**src/rtl/lat_scoreboard.sv**
```systemverilog
module lat_scoreboard #(
  parameter int NREG = 32,
  parameter int CW = 6,
  parameter int KW = 4,
  localparam int IDX_W = $clog2(NREG)
) (
  input  logic             clk,
  input  logic             rst_n,
  input  logic             iss_valid,
  input  logic             iss_fp,
  input  logic [IDX_W-1:0] iss_dst,
  input  logic [KW-1:0]    iss_cls,
  input  logic             q_fp,
  input  logic [IDX_W-1:0] q_src,
  input  logic [KW-1:0]    q_cls,
  output logic             q_stall
);
  localparam int NE = 2 * NREG;
  localparam int IW = IDX_W + 1;
  localparam logic [IDX_W-1:0] ZREG = IDX_W'(NREG - 1);

  localparam logic [KW-1:0] C_NONE  = KW'(0);
  localparam logic [KW-1:0] C_ALU   = KW'(1);
  localparam logic [KW-1:0] C_SHF   = KW'(2);
  localparam logic [KW-1:0] C_CMP   = KW'(3);
  localparam logic [KW-1:0] C_MULW  = KW'(4);
  localparam logic [KW-1:0] C_MULD  = KW'(5);
  localparam logic [KW-1:0] C_FOP   = KW'(6);
  localparam logic [KW-1:0] C_DIVS  = KW'(7);
  localparam logic [KW-1:0] C_DIVD  = KW'(8);
  localparam logic [KW-1:0] C_BR    = KW'(9);
  localparam logic [KW-1:0] C_STD   = KW'(10);
  localparam logic [KW-1:0] C_LD    = KW'(12);

  function automatic logic [CW-1:0] full_lat(input logic [KW-1:0] c);
    case (c)
      C_LD:          full_lat = CW'(1);
      C_ALU, C_SHF,
      C_CMP:         full_lat = CW'(2);
      C_MULW:        full_lat = CW'(21);
      C_MULD:        full_lat = CW'(23);
      C_FOP:         full_lat = CW'(6);
      C_DIVS:        full_lat = CW'(34);
      C_DIVD:        full_lat = CW'(63);
      default:       full_lat = '0;
    endcase
  endfunction

  // cycles saved by forwarding for a producer/consumer pair
  function automatic logic [CW-1:0] saved(input logic [KW-1:0] p, input logic [KW-1:0] c);
    saved = '0;
    case (p)
      C_ALU: begin
        if (c == C_STD) saved = CW'(2);
        else if (c == C_BR || c == C_ALU || c == C_SHF || c == C_CMP ||
                 c == C_MULW || c == C_MULD) saved = CW'(1);
      end
      C_SHF:  if (c == C_STD) saved = CW'(2);
      C_CMP: begin
        if (c == C_STD) saved = CW'(2);
        else if (c == C_BR) saved = CW'(1);
      end
      C_MULW, C_MULD: if (c == C_STD) saved = CW'(1);
      C_FOP:  if (c == C_FOP) saved = CW'(2);
      default: saved = '0;
    endcase
  endfunction

  logic [CW-1:0] cnt [NE];
  logic [KW-1:0] pcl [NE];

  wire [IW-1:0] wr_idx = {iss_fp, iss_dst};
  wire [IW-1:0] rd_idx = {q_fp, q_src};
  wire [CW-1:0] wr_lat = full_lat(iss_cls);
  wire          wr_en  = iss_valid && (wr_lat != '0) && (iss_dst != ZREG);

  always_ff @(posedge clk or negedge rst_n) begin
    if (!rst_n) begin
      for (int i = 0; i < NE; i++) begin
        cnt[i] <= '0;
        pcl[i] <= C_NONE;
      end
    end else begin
      for (int i = 0; i < NE; i++) begin
        if (wr_en && wr_idx == IW'(i)) begin
          cnt[i] <= wr_lat;
          pcl[i] <= iss_cls;
        end else if (cnt[i] != '0) begin
          cnt[i] <= cnt[i] - CW'(1);
        end
      end
    end
  end

  assign q_stall = (q_src != ZREG) && (q_cls != C_NONE) &&
                   (cnt[rd_idx] > saved(pcl[rd_idx], q_cls));

  AST_R31_READY: assert property (@(posedge clk) disable iff (!rst_n)
    (q_src == ZREG) |-> !q_stall);
  AST_TRAP_QUERY: assert property (@(posedge clk) disable iff (!rst_n)
    (q_cls == C_NONE) |-> !q_stall);
  AST_ISSUE_LOAD: assert property (@(posedge clk) disable iff (!rst_n)
    wr_en |=> (cnt[$past(wr_idx)] == $past(wr_lat)));

  for (genvar g = 0; g < NE; g++) begin : g_chk
    AST_COUNT_DOWN: assert property (@(posedge clk) disable iff (!rst_n)
      (cnt[g] != '0 && !(wr_en && wr_idx == IW'(g))) |=>
      (cnt[g] == $past(cnt[g]) - CW'(1)));
  end
endmodule

```
**config.mk**
```make
export PLATFORM = sky130hd
export DESIGN_NAME = lat_scoreboard
export DESIGN_NICKNAME = d
export VERILOG_FILES = /design/src/rtl/lat_scoreboard.sv
export SDC_FILE = /design/constraint.sdc
export NUM_CORES = 2
export LEC_CHECK = 0
export BUFFER_PORTS_ARGS = -buffer_cell sky130_fd_sc_hd__buf_4
export CAP_MARGIN = 10
export CORE_AREA = 2 2 267 269
export DETAILED_ROUTE_END_ITERATION = 16
export DIE_AREA = 0 0 269 271
export GPL_TIMING_DRIVEN = 0
export SLEW_MARGIN = 20
export SYNTH_ARGS = -nofsm -noshare
export SYNTH_HDL_FRONTEND = slang
export SYNTH_SLANG_ARGS = --single-unit
```
**constraint.sdc**
```tcl
create_clock -name clk -period 15.2 [get_ports clk]
set_input_delay 3.04 -clock clk [delete_from_list [all_inputs] [get_ports clk]]
set_output_delay 3.04 -clock clk [all_outputs]
set_load 0.005 [all_outputs]
```
==> results.md <==
- Status: complete, no violations
- Count of port buffers added during placement: 16
- DRC marker count from the first detailed-route iteration: 2637
- Design area: 38770 um^2
- Bufs on Longest Clock Path: 3
- Class of the worst hold path: flop to flop
- Post-synthesis cell count: 3385
- Async S/R FF share, synth: 100.0%
- Cell Rows: 97
- Post-synthesis instance area: 34630 um^2
- Transition time of the tightest slew-check pin: 1.202 ns
- Boundary pin count: 24
- Minimum clock period after layout: 10.94 ns
- Mean routed wirelength per cell: 23.93 um
- Portion of the post-synthesis area used by sequential elements: 46.24%
- Count of unresolved DRC violations after routing: 0
- P per Cell Area: 186.0 nW/um^2
- Sum of negative setup slack: 0 ns
- Core outline area: 69790 um^2
- Fin Hold WS: 0.4544 ns
- Vias post-DR: 27500
- Avg Inst Size Synth: 10.23 um^2
- Type of origin of the critical path: input port
- Final HPWL from detailed placement: 75220 um
- Mapped Nets: 3474
- Post-synth EDFFs: 0
- Cell Count Post-Placement: 4351
- Total wire length after detailed routing: 107300 um
- Data required time of the worst path: 12.16 ns
- Fin nets: 3577
- Floorplan die width: 269 um
- Fraction of layout cells with a size suffix above 1: 16.30%
- Via count of the first global-routing pass: 26370
- Area post-placement: 36230 um^2
- Worst slew margin relative to its limit: 19.34%
- Cell count of the worst hold path: 1
- Leading register cell type out of synthesis: dfrtp_1
- Placer congestion estimate: 0.9662
- Count of hold buffers inserted by post-cts repair: 0
- Kind of critical path: input port to output port
- Achievable frequency: 0.09141 GHz
- Remaining number of nets flagged by the antenna check after routing: 0
- Syn-to-layout area delta: 11.93%
- Crit share post-route: 71.97%
- First-pass GRT wire length: 161700 um
- Crit path capture type: output port
- TritonCTS sink count: 640
- Clk pin slew, worst setup/hold paths: 0.06 ns
- Synth area leaders: dfrtp_1, mux2_2, mux4_2
- Total track usage: 29.75%
- Number of antenna violations at the first check in global routing: 10
- Total power consumption of the routed design: 7.211 mW
- Final hold viol count: 0
- Starting density of the core: 49.63%
- Vert. Die Dim: 271 um
- Overflow after GRT: 0
- Count of TritonRoute iterations in the first routing pass: 6
- Worst-path maximum fanout: 10
- Post-synthesis cell type count: 62
- Post-route non-filler standard cell count: 4486
- Static leakage: 17.08 nW
- Clock Skew: 0.01905 ns
- Flip-flop and latch count after synthesis: 640
- Pin count of the biggest net entering global routing: 101
- Reg2reg path depth: 7
- Final count of pins violating max slew: 0
- # resized after CTS: 0
- Inserted Clock Buffers: 75
- Clock tree from TritonCTS: done
- Setup repair after global routing missed its margin: no
- Crit path setup slack, layout: 4.260 ns
- Number of H-tree levels: 3
- Number of post-CTS setup repair buffers: 0
- Warnings, synthesis: 0
- Most frequent cells in the layout: dfrtp_1, a21oi_1, nor2_1
- Crit path DAT: 7.90 ns
- Share of the synthesized area in the top cell type: 46.24%
- Final core area utilization: 55.55%
- Worst setup slack after placement: 4.355 ns
- Max cap viols: 0
- Cell at the root of the clock tree: clkbuf_16
- Top cell type by total area after synthesis: dfrtp_1
- Via density per instance: 6.130
- Floorplan die area: 72900 um^2
- Clock latency reported for the late side of the worst-skew pair: 0.63 ns
- Most common library cell in the layout ignoring fill and taps: dfrtp_1
- Setup violators final: 0
- Maximum ir drop on the vdd rail: 86.01 uV
- R2R setup slack: 13.10 ns
logic make-up (layout without fill, tap and decap cells):
logic type      after synthesis  in the layout  synth area share, %
other cells                   0              1                    0
fa+ha+maj                    66             66                2.384
compound gates              669            669                10.90
mux                         434            434                17.94
buf+inv                     335            495                3.988
xor+xnor                    142            142                3.591
simple gates               1099           1099                14.96
flops                       640            640                46.24
cell type report:
type                    count  area [um^2]
diodes                      1        2.502
plain buffers             200        889.6
clock buffers             111         2255
clock inverters            23        281.5
fillers                  6001        31020
inverters                 135        506.7
multi-input cells        2410        17280
flip-flops and latches    640        16020
well taps                 940         1176
repair buffers             26        361.6
worst max-delay path, cell delays in order:
cell and delay, ns:
buf_4 0.22, buf_6 0.26, buf_6 0.25, buf_4 0.33
buf_2 0.57, clkbuf_2 0.61, mux4_2 0.43, a22oi_1 0.16
nand2_1 0.11, a22oi_1 0.31, o221ai_1 0.33, a2111o_1 0.39
ha_1 0.30, nor2b_1 0.12, o21ai_0 0.08, a21oi_1 0.20
buf_4 0.15
sequential cells by signal, summed over array words and instances, names as in the netlist:
| name | count |
|---|---|
| cnt | 384 |
| pcl | 256 |
path summary, 6_finish.rpt:
check | start | to
max | q_src[1] | q_stall
min | pcl[0] | pcl[0]
max reg2reg | cnt[181] | cnt[181]
min reg2reg | pcl[0] | pcl[0]
max in group asynchronous | rst_n | cnt[155]
min in group asynchronous | rst_n | cnt[255]
report_power, final:
part | leakage [nW] | internal, mW | switching (mW) | total, mW
Sequential | 8.12 | 2.30 | 0.612 | 2.91
Combinational | 7.71 | 1.20 | 1.24 | 2.44
Clock | 1.26 | 1.11 | 0.745 | 1.86
Total | 17.1 | 4.61 | 2.60 | 7.21
Yosys cell counts, types with 3 or more instances:
master	instances
or3_1	110
o211ai_1	49
nand4_1	4
nor4_1	47
a211oi_1	46
nand4b_1	4
mux4_1	4
mux2_2	261
inv_1	133
a221oi_1	4
o21ai_1	12
o311ai_0	3
nand2b_1	13
nand3_1	76
o21ai_0	185
a22o_1	6
buf_2	9
nand3b_1	3
clkbuf_1	164
mux4_2	118
mux2i_1	51
xnor2_1	83
nor3_1	103
nor2_1	321
a22oi_1	9
dfrtp_1	640
buf_1	12
ha_1	66
a21oi_1	322
nor2b_1	14
and3_1	8
buf_6	5
a31oi_1	13
nor3b_1	56
and2_1	21
nand2_1	309
buf_4	5
xor2_1	59
metal layers:
layer | up-vias | global-route usage, % | wire length [um] | share of wire [%]
met5 | - | 0 | 110 | 0.10
met4 | 16 | 11.68 | 4115 | 3.8
met3 | 234 | 6.408 | 8694 | 8.1
met2 | 1030 | 46.07 | 49010 | 46
met1 | 13850 | 40.83 | 45400 | 42
li1 | 12370 | - | - | -
Power figures use the tool's default switching activity.
